$ cat config.mk
export PLATFORM = sky130hd
export DESIGN_NAME = i2c_cmd_master
export DESIGN_NICKNAME = d
export VERILOG_FILES = /design/src/rtl/i2cm_pkg.sv /design/src/rtl/i2cm_tick.sv /design/src/rtl/i2cm_gcall_mon.sv /design/src/rtl/i2cm_engine.sv /design/src/rtl/i2c_cmd_master.sv
export SDC_FILE = /design/constraint.sdc
export NUM_CORES = 1
export LEC_CHECK = 0
export BUFFER_PORTS_ARGS = -buffer_cell sky130_fd_sc_hd__buf_2
export CAP_MARGIN = 0
export CORE_UTILIZATION = 32
export DETAILED_ROUTE_END_ITERATION = 6
export PLACE_DENSITY_LB_ADDON = 0.25
export SLEW_MARGIN = 20
export SYNTH_ARGS = -nofsm -noshare
export SYNTH_HDL_FRONTEND = slang
export SYNTH_HIERARCHICAL = 1
export SYNTH_SLANG_ARGS = --single-unit
export TNS_END_PERCENT = 1
$ cat constraint.sdc
create_clock -name clk -period 2.7 [get_ports clk]
set_input_delay 0.54 -clock clk [delete_from_list [all_inputs] [get_ports clk]]
set_output_delay 0.54 -clock clk [all_outputs]
set_load 0.03 [all_outputs]
$ cat src/rtl/i2cm_pkg.sv
package i2cm_pkg;
  localparam int CMD_W   = 5;
  localparam int C_START = 0;
  localparam int C_RSTRT = 1;
  localparam int C_STOP  = 2;
  localparam int C_RECV  = 3;
  localparam int C_ACK   = 4;

  localparam logic [1:0] A_CTRL = 2'd0;
  localparam logic [1:0] A_DATA = 2'd1;
  localparam logic [1:0] A_DIV  = 2'd2;

  typedef enum logic [2:0] {PH_IDLE, PH_START, PH_RSTRT, PH_STOP, PH_BITS} phase_t;
  typedef enum logic [1:0] {K_WR, K_RD, K_ACK} kind_t;
endpackage

$ cat src/rtl/i2cm_tick.sv
module i2cm_tick #(
  parameter int DIV_W = 8
) (
  input  logic             clk,
  input  logic             rst_n,
  input  logic             run,
  input  logic [DIV_W-1:0] div,
  output logic             tick
);
  logic [DIV_W-1:0] cnt_q, cnt_n;

  always_comb begin
    if (!run || cnt_q == '0) cnt_n = div;
    else                     cnt_n = cnt_q - 1'b1;
  end

  assign tick = run && (cnt_q == '0);

  always_ff @(posedge clk or negedge rst_n) begin
    if (!rst_n) cnt_q <= '0;
    else        cnt_q <= cnt_n;
  end
endmodule

$ cat src/rtl/i2cm_gcall_mon.sv
module i2cm_gcall_mon (
  input  logic clk,
  input  logic rst_n,
  input  logic scl_i,
  input  logic sda_i,
  input  logic enable,
  output logic irq
);
  logic       scl_q, sda_q, armed_q, armed_n, irq_n;
  logic [2:0] cnt_q, cnt_n;
  logic [7:0] sh_q, sh_n;
  logic       st_det, sp_det, rise;

  assign st_det = scl_i && scl_q && sda_q && !sda_i;
  assign sp_det = scl_i && scl_q && !sda_q && sda_i;
  assign rise   = scl_i && !scl_q;

  always_comb begin
    armed_n = armed_q;
    cnt_n   = cnt_q;
    sh_n    = sh_q;
    irq_n   = 1'b0;
    if (st_det) begin
      armed_n = 1'b1;
      cnt_n   = '0;
    end else if (sp_det) begin
      armed_n = 1'b0;
    end else if (rise && armed_q) begin
      sh_n  = {sh_q[6:0], sda_i};
      cnt_n = cnt_q + 1'b1;
      if (cnt_q == 3'd7) begin
        armed_n = 1'b0;
        irq_n   = enable && (sh_n == 8'h00);
      end
    end
  end

  always_ff @(posedge clk or negedge rst_n) begin
    if (!rst_n) begin
      scl_q   <= 1'b1;
      sda_q   <= 1'b1;
      armed_q <= 1'b0;
      cnt_q   <= '0;
      sh_q    <= '0;
      irq     <= 1'b0;
    end else begin
      scl_q   <= scl_i;
      sda_q   <= sda_i;
      armed_q <= armed_n;
      cnt_q   <= cnt_n;
      sh_q    <= sh_n;
      irq     <= irq_n;
    end
  end
endmodule

$ cat src/rtl/i2cm_engine.sv
module i2cm_engine import i2cm_pkg::*; (
  input  logic             clk,
  input  logic             rst_n,
  input  logic             tick,
  input  logic             go_wr,
  input  logic [7:0]       wr_byte,
  input  logic [CMD_W-1:0] go_cmd,
  input  logic             ack_val,
  input  logic             sda_i,
  output logic             active,
  output logic             done,
  output logic             scl_lo,
  output logic             sda_lo,
  output logic             cond_phase,
  output logic             bus_own,
  output logic             ack_status,
  output logic [7:0]       rx_byte
);
  phase_t     ph_q, ph_n;
  kind_t      kd_q, kd_n;
  logic [1:0] qt_q, qt_n;
  logic [3:0] bn_q, bn_n, last_q, last_n;
  logic [8:0] tx_q, tx_n;
  logic [7:0] sp_q, sp_n, rx_n;
  logic       scl_n, sda_n, own_n, ack_n, fin;

  always_comb begin
    ph_n = ph_q;  kd_n = kd_q;  qt_n = qt_q;  bn_n = bn_q;  last_n = last_q;
    tx_n = tx_q;  sp_n = sp_q;  scl_n = scl_lo;  sda_n = sda_lo;
    own_n = bus_own;  ack_n = ack_status;  rx_n = rx_byte;  fin = 1'b0;
    if (ph_q == PH_IDLE) begin
      qt_n = '0;
      bn_n = '0;
      if (!done) begin
        if (go_wr) begin
          ph_n = PH_BITS; kd_n = K_WR; tx_n = {wr_byte, 1'b1}; last_n = 4'd8;
        end else if (go_cmd[C_START]) ph_n = PH_START;
        else if (go_cmd[C_RSTRT])     ph_n = PH_RSTRT;
        else if (go_cmd[C_STOP])      ph_n = PH_STOP;
        else if (go_cmd[C_RECV]) begin
          ph_n = PH_BITS; kd_n = K_RD; tx_n = '1; last_n = 4'd7;
        end else if (go_cmd[C_ACK]) begin
          ph_n = PH_BITS; kd_n = K_ACK; tx_n = {ack_val, 8'hFF}; last_n = 4'd0;
        end
      end
    end else if (tick) begin
      qt_n = qt_q + 1'b1;
      case (ph_q)
        PH_START: case (qt_q)
          2'd0: begin sda_n = 1'b0; scl_n = 1'b0; end
          2'd1: sda_n = 1'b1;
          2'd3: begin scl_n = 1'b1; fin = 1'b1; own_n = 1'b1; end
          default: ;
        endcase
        PH_RSTRT: case (qt_q)
          2'd0: sda_n = 1'b0;
          2'd1: scl_n = 1'b0;
          2'd2: sda_n = 1'b1;
          default: begin scl_n = 1'b1; fin = 1'b1; own_n = 1'b1; end
        endcase
        PH_STOP: case (qt_q)
          2'd0: sda_n = 1'b1;
          2'd1: scl_n = 1'b0;
          2'd2: sda_n = 1'b0;
          default: begin fin = 1'b1; own_n = 1'b0; end
        endcase
        default: case (qt_q)
          2'd0: sda_n = !tx_q[8];
          2'd1: scl_n = 1'b0;
          2'd2: sp_n = {sp_q[6:0], sda_i};
          default: begin
            scl_n = 1'b1;
            tx_n  = {tx_q[7:0], 1'b1};
            if (bn_q == last_q) begin
              fin = 1'b1;
              if (kd_q == K_WR) ack_n = sp_q[0];
              if (kd_q == K_RD) rx_n  = sp_q;
            end else begin
              bn_n = bn_q + 1'b1;
            end
          end
        endcase
      endcase
      if (fin) ph_n = PH_IDLE;
    end
  end

  assign active     = (ph_q != PH_IDLE);
  assign cond_phase = (ph_q == PH_START) || (ph_q == PH_RSTRT) || (ph_q == PH_STOP);

  always_ff @(posedge clk or negedge rst_n) begin
    if (!rst_n) begin
      ph_q <= PH_IDLE;  kd_q <= K_WR;  qt_q <= '0;  bn_q <= '0;  last_q <= '0;
      tx_q <= '1;  sp_q <= '0;  scl_lo <= 1'b0;  sda_lo <= 1'b0;  done <= 1'b0;
      bus_own <= 1'b0;  ack_status <= 1'b0;  rx_byte <= '0;
    end else begin
      ph_q <= ph_n;  kd_q <= kd_n;  qt_q <= qt_n;  bn_q <= bn_n;  last_q <= last_n;
      tx_q <= tx_n;  sp_q <= sp_n;  scl_lo <= scl_n;  sda_lo <= sda_n;  done <= fin;
      bus_own <= own_n;  ack_status <= ack_n;  rx_byte <= rx_n;
    end
  end
endmodule

$ cat src/rtl/i2c_cmd_master.sv
module i2c_cmd_master import i2cm_pkg::*; #(
  parameter int DIV_W     = 8,
  parameter int DIV_RESET = 4
) (
  input  logic       clk,
  input  logic       rst_n,
  input  logic       wr_en,
  input  logic [1:0] wr_addr,
  input  logic [7:0] wr_data,
  input  logic [1:0] rd_addr,
  output logic [7:0] rd_data,
  input  logic       scl_i,
  input  logic       sda_i,
  output logic       scl_lo,
  output logic       sda_lo,
  output logic       done,
  output logic       busy,
  output logic       gcall_irq
);
  logic [1:0]       rs_q;
  logic             rst_n_s;
  logic [CMD_W-1:0] cmd_q, cmd_n, cmd_req;
  logic             ackv_q, ackv_n, gc_en_q, gc_en_n;
  logic [DIV_W-1:0] div_q, div_n;
  logic             active, tick, cond_phase, bus_own, ack_status, go_wr;
  logic [7:0]       rx_byte;

  always_ff @(posedge clk or negedge rst_n) begin
    if (!rst_n) rs_q <= 2'b00;
    else        rs_q <= {rs_q[0], 1'b1};
  end
  assign rst_n_s = rs_q[1];

  assign busy    = active || (|cmd_q) || done;
  assign cmd_req = wr_data[CMD_W-1:0] & (~wr_data[CMD_W-1:0] + 1'b1);
  assign go_wr   = wr_en && (wr_addr == A_DATA) && !busy;

  always_comb begin
    cmd_n = cmd_q;  ackv_n = ackv_q;  gc_en_n = gc_en_q;  div_n = div_q;
    if (done) cmd_n = '0;
    if (wr_en && wr_addr == A_CTRL) begin
      ackv_n  = wr_data[5];
      gc_en_n = wr_data[6];
      if (!busy) cmd_n = cmd_req;
    end
    if (wr_en && wr_addr == A_DIV) div_n = wr_data[DIV_W-1:0];
  end

  always_ff @(posedge clk or negedge rst_n_s) begin
    if (!rst_n_s) begin
      cmd_q <= '0;  ackv_q <= 1'b0;  gc_en_q <= 1'b0;  div_q <= DIV_W'(DIV_RESET);
    end else begin
      cmd_q <= cmd_n;  ackv_q <= ackv_n;  gc_en_q <= gc_en_n;  div_q <= div_n;
    end
  end

  always_comb begin
    case (rd_addr)
      A_CTRL:  rd_data = {ack_status, gc_en_q, ackv_q, cmd_q};
      A_DATA:  rd_data = rx_byte;
      A_DIV:   rd_data = 8'(div_q);
      default: rd_data = 8'h00;
    endcase
  end

  i2cm_tick #(.DIV_W(DIV_W)) u_tick (
    .clk(clk), .rst_n(rst_n_s), .run(active), .div(div_q), .tick(tick)
  );

  i2cm_engine u_eng (
    .clk(clk), .rst_n(rst_n_s), .tick(tick), .go_wr(go_wr), .wr_byte(wr_data),
    .go_cmd(cmd_q), .ack_val(ackv_q), .sda_i(sda_i), .active(active), .done(done),
    .scl_lo(scl_lo), .sda_lo(sda_lo), .cond_phase(cond_phase), .bus_own(bus_own),
    .ack_status(ack_status), .rx_byte(rx_byte)
  );

  i2cm_gcall_mon u_gcm (
    .clk(clk), .rst_n(rst_n_s), .scl_i(scl_i), .sda_i(sda_i),
    .enable(gc_en_q && !bus_own && !active), .irq(gcall_irq)
  );
endmodule

=== After elaboration in Yosys (flattened, before gate mapping) ===
Cells that the tools add are included.

* Bits of input ports: 17
* Flip-flop bits (word level): 84
* Output and inout port bits: 13

* Equal/unequal tests: 35
* $add $sub $neg: 5
* Reduce and logical (&&, ||, !) cells: 59
* Muxes and demuxes: 78
* Bitwise logic cells: 8

{| class="wikitable"
|+ Operators by type and width
! operator !! number
|-
| 9-bit 2-to-1 mux || 11
|-
| 4-bit 2-to-1 mux || 11
|-
| 3-bit 2-to-1 mux || 13
|-
| 6-bit AND reduction || 5
|-
| 8-bit case mux with 3 select lines || 1
|-
| 1-bit 2-to-1 mux || 21
|-
| 3-bit != test (second input constant) || 7
|-
| 8-bit zero test || 2
|-
| 2-bit 2-to-1 mux || 8
|-
| 1-bit logical AND || 15
|-
| 5-bit 2-to-1 mux || 3
|-
| 3-bit nonzero test || 5
|-
| 2-bit by 1-bit != test with 1-bit output (second input constant) || 7
|-
| 1-bit case mux with 2 select lines || 7
|-
| 4-bit AND reduction || 3
|-
| 2-bit != test (second input constant) || 5
|-
| 2-bit by 1-bit equality test with 1-bit output (second input constant) || 4
|-
| 2-bit equality test (second input constant) || 4
|-
| 2-bit zero test || 4
|-
| 8-bit 2-to-1 mux || 1
|-
| 8-bit AND reduction || 1
|-
| 8-bit by 1-bit subtractor with 8-bit output (second input constant) || 1
|-
| 1-bit zero test || 7
|-
| 7-bit != test (second input constant) || 1
|-
| other kinds (24) || 38
|}

=== Logic depth before layout (Yosys ltp) ===
* Depth after elaboration: 9
* Mapped depth: 10
* Mapped depth without buffers: 9

=== Hierarchy ===
The synthesis kept the hierarchy.

{| class="wikitable"
|+ Modules (own cells, without submodules)
! module !! area an instance (um^2) !! times used !! cells an instance
|-
| i2cm_engine || 2127.0 || 1 || 195
|-
| i2c_cmd_master || 908.4 || 1 || 81
|-
| i2cm_gcall_mon || 601.8 || 1 || 42
|-
| i2cm_tick || 508.0 || 1 || 49
|}

=== Worst setup path after synthesis ===
No wires, ideal clock.

* Path kind: flip-flop to flip-flop
* Start: register u_eng.ph_q[0]
* End: register u_eng.tx_q[2]
* Cell stages (with the launch flop): 11
* Slack: 0.112 ns
* Buffers on the path: 1
* Clock period less this slack: 2.588 ns
* Arrival time: 2.506 ns
* Setup time: 0.082 ns
* Cell sequence: dfrtp_1 buf_2 nor3_1 inv_1 nor4_2 nand2_1 nor2_1 or3_1 o211ai_1 nand2_2 mux2_2

* Cells in the longest elaborated chain, start to end: 8
* Elaborated cells between the ends (all ways): 23
* Those cells by class: eq/ne: 10; mux: 3; reduce/logical: 10

{| class="wikitable"
|+ RTL lines
! element !! RTL line !! text
|-
| from (decl) || i2cm_engine.sv:19 || <nowiki>phase_t ph_q, ph_n;</nowiki>
|-
| from (signal assigned) || i2cm_engine.sv:97 || <nowiki>ph_q <= ph_n; kd_q <= kd_n; qt_q <= qt_n; bn_q <= bn_n; last_q <= last_n;</nowiki>
|-
| 3-bit nonzero test * || i2cm_engine.sv:88 || <nowiki>assign active = (ph_q != PH_IDLE);</nowiki>
|-
| via active || i2c_cmd_master.sv:25 || <nowiki>logic active, tick, cond_phase, bus_own, ack_status, go_wr;</nowiki>
|-
| 1-bit logical OR * (2 in series) || i2c_cmd_master.sv:34 || <nowiki>assign busy = active || (|cmd_q) || done;</nowiki>
|-
| via busy || i2c_cmd_master.sv:17 || <nowiki>output logic busy,</nowiki>
|-
| 1-bit zero test * || n/a ||
|-
| 1-bit logical AND * || i2c_cmd_master.sv:36 || <nowiki>assign go_wr = wr_en && (wr_addr == A_DATA) && !busy;</nowiki>
|-
| via go_wr || i2c_cmd_master.sv:25 ||
|-
| branches (longest 3 deep; another with 8-bit AND reduction) || n/a ||
|-
| to (signal assigned) || i2cm_engine.sv:98 || <nowiki>tx_q <= tx_n; sp_q <= sp_n; scl_lo <= scl_n; sda_lo <= sda_n; done <= fin;</nowiki>
|-
| to (decl) || i2cm_engine.sv:23 || <nowiki>logic [8:0] tx_q, tx_n;</nowiki>
|}

Mark *: on every way through the listed nets, which the timed path passes. The select of a mux whose other input is x is not followed.
A chain may end at the register's enable or synchronous reset.

=== Worst setup path after layout ===
* Start: register u_tick.cnt_q[0]
* End: register u_eng.sp_q[5]

* Cells in the longest elaborated chain, start to end: 3

{| class="wikitable"
|+ RTL lines
! element !! RTL line !! text
|-
| from (decl) || i2cm_tick.sv:10 || <nowiki>logic [DIV_W-1:0] cnt_q, cnt_n;</nowiki>
|-
| from (signal assigned) || i2cm_tick.sv:21 || <nowiki>else cnt_q <= cnt_n;</nowiki>
|-
| 8-bit zero test || i2cm_tick.sv:17 || <nowiki>assign tick = run && (cnt_q == '0);</nowiki>
|-
| 1-bit logical AND || i2cm_tick.sv:17 ||
|-
| via tick || i2c_cmd_master.sv:25 ||
|-
| 4-bit AND reduction (no line) || n/a ||
|-
| to (signal assigned) || i2cm_engine.sv:98 ||
|-
| to (decl) || i2cm_engine.sv:24 || <nowiki>logic [7:0] sp_q, sp_n, rx_n;</nowiki>
|}

The timed path passes the listed nets, and every way through them passes these cells.

==> out/qor.txt <==
Status - finished, final reports clean
Post-synth EDFFs - 0
CP arrival - 2.74 ns
Clock root cell - clkbuf_16
Routed Antenna Nets - 0
Pwr Density - 689 nW/um^2
CTS sink count - 80
Tot GR Track Use - 0.150
Rows - 41
DR pass1 iterations - 4
Final setup violation count - 0
Max Cap Viol - 0
Clock Skew - 0.00937 ns
Slew @ Worst Pin - 0.663 ns
Sw Ratio - 0.262
Startpoint Class - register
Clock slew at reported path FFs - 0.06 ns
Count leader, synth - dfrtp_1
Worst EP required - 2.92 ns
Synth Register Bits - 80
Die X - 116 um
Flop pwr share - 0.455
Register area share after synthesis - 0.486
Max Root-Sink Buffers - 2
Vias in the first global route - 2,973
Critical Path Fanout Max - 14
Adder-Cell Fraction of Synth Area - 0.0302
CTS tree - built
Hold Vio Cnt, Final - 0
Core area - 12,600 um^2
Synth Area in XOR/XNOR - 0.0127
Post-Synth Simple-Gate Area - 0.151
Synth unique cells - 64
# DRC - 0
Share of cells above drive strength 1 - 0.324
Post-synthesis mux area share - 0.159
Final Max Tran Viols - 0
Final Util - 0.386
Ranking of synthesized cells by area - dfrtp_1 42%, mux2_2 11%, dfstp_2 7.0%
NetSw - 0.879 mW
CTS Buf Count - 9
Largest family of logic cells by synthesized area - multiplexers
# diodes - 0
Compound-gate portion of the synthesized area - 0.116
Initial antenna violation count - 0
DIE HEIGHT - 116 um
Via-to-Cell Ratio - 4.98
Ys async rst share - 1.00
Internal - 2.47 mW
Pwr Total - 3.35 mW
Clock share of power - 0.387
Post-CTS Setup Repair Bufs - 0
Largest net degree at the start of global routing - 79
Vias - 2,916
IO Pins - 30
Largest area contributor in the netlist - dfrtp_1
Filler cells - 1,248
Synth Flop Type - dfrtp_1
Tcrit/Tclk final - 0.934
Grt total ovfl - 0
VDD IR max - 0.413 mV
Worst-skew pair later-pin latency - 0.33 ns
Synth warnings - 6
Iteration-0 DRC Markers - 146
First-pass GRT wire length - 15.4 mm
Avg Cell Area, Syn - 11.3 um^2
Synth top area share - 0.417
Die Area - 13,400 um^2
# port buffers - 29
Final TNS setup - 0 ns
Crit path time final - 2.52 ns
Post-Syn Instances - 367
WL/cell - 15.5 um
Hold_ws - 0.308 ns
Initial core utilization - 0.328
RD Place Congestion - 0.808
Unrepaired setup endpoints after global routing - no
WS Path Type - register to register
Post-synthesis net count - 394
Slew HR - 0.554
Final wirelength - 9.07 mm
Layout Nets - 435
Worst Setup Slack, final - 0.179 ns
Top achievable clock speed - 397 MHz
Commonest cells in the netlist - 69 x dfrtp_1, 42 x mux2_2, 28 x inv_1
R2r setup slk - 0.18 ns
Dpl ws - 0.185 ns
Static Leakage - 2.22 nW
Comb power frac - 0.157
Area Overhead vs Synth - 17.4%
Critical Path End Type - register
Mapped cell area - 4150 um^2
Clock H-tree levels - 3
Dpl hpwl - 6.56 mm
HP Class - register to asynchronous set/reset pin
-- per-layer routing --
metal  global-route usage  wire (um)
met1                0.202       4290
met2                0.234       4230
met3               0.0309        319
met4               0.0675        223
met5                    0          0
-- cell type report --
class,instances,area [um^2],share of cell area
Tap cell,172,215,0.0442
Sequential cell,80,2020,0.415
Inverter,28,105,0.0216
Timing Repair Buffer,42,258,0.0530
Clock inverter,3,67.6,0.0139
Multi-Input combinational cell,247,1950,0.401
Clock buffer,13,250,0.0514
-- cell usage in the layout (no fill, tap or decap), drive strengths merged, types with 3 or more instances in the layout --
master,count
nand2,24
nand4,4
buf,41
nor2,17
nor3b,4
mux2,47
nor2b,3
a21oi,10
or3,4
o21ai,26
dfstp,11
dfrtp,69
a31oi,9
clkbuf,13
xor2,4
nor3,9
nand3,4
o22ai,5
nand3b,6
nand4b,3
a22oi,3
mux2i,11
inv,28
ha,10
a22o,3
nor4,6
-- power groups by stage --
stage	registers, mW	clock network (mW)	logic [mW]
2_1_floorplan	1.51	0	0.407
6_report	1.53	1.30	0.527
3_5_place_dp	1.56	0	0.512
5_1_grt	1.56	1.38	0.588
4_1_cts	1.54	1.33	0.516
3_3_place_gp	1.55	0	0.501
-- flip-flops by register name, summed over array words and instances, names as in the netlist, 3 cells and up --
name,cells
cmd_q,5
div_q,8
u_eng/bn_q,4
u_eng/ph_q,3
u_eng/rx_byte,8
u_eng/sp_q,8
u_eng/tx_q,8
u_gcm/cnt_q,3
u_gcm/sh_q,7
u_tick/cnt_q,8
-- cells by family after synthesis --
kind of cell / Yosys count
AND/OR/NAND/NOR: 99
flip-flops: 80
AO/OA/AOI/OAI: 73
multiplexers: 58
buffers and inverters: 40
adder cells (fa/ha/maj): 10
XOR/XNOR: 6
other: 1
-- repair_timing --
action / in CTS / in global routing
endpoints found under the hold margin: 2 / 0
resized for setup: 0 / 0
hold buffers: 1 / 0
-- critical path, stage by stage, from the launching register on --
cell     delay (ns)
dfrtp_1        0.39
inv_1          0.10
ha_1           0.16
or3b_2         0.50
nor3_1         0.21
buf_4          0.25
nand3_1        0.37
mux2_2         0.41
-- worst paths after layout --
path                                 start            end  cells past startpoint
max                        u_tick/cnt_q[0]  u_eng/sp_q[5]                      7
min                                rs_q[1]  u_eng/sp_q[1]                      0
max reg2reg                u_tick/cnt_q[0]  u_eng/sp_q[5]                      7
min reg2reg                        rs_q[1]  u_eng/sp_q[1]                      0
max in group asynchronous          rs_q[1]  u_eng/tx_q[5]                      1
min in group clk                     scl_i    u_gcm/scl_q                      1
-- stage by stage --
| stage | instances | instance area (um^2) |
|---|---|---|
| after global routing | 585 | 4870 |
| after global placement | 567 | 4520 |
| final | 585 | 4870 |
| after CTS | 584 | 4850 |
| after detailed placement | 567 | 4520 |
| after floorplan | 367 | 4150 |
Power figures use the tool's default switching activity.
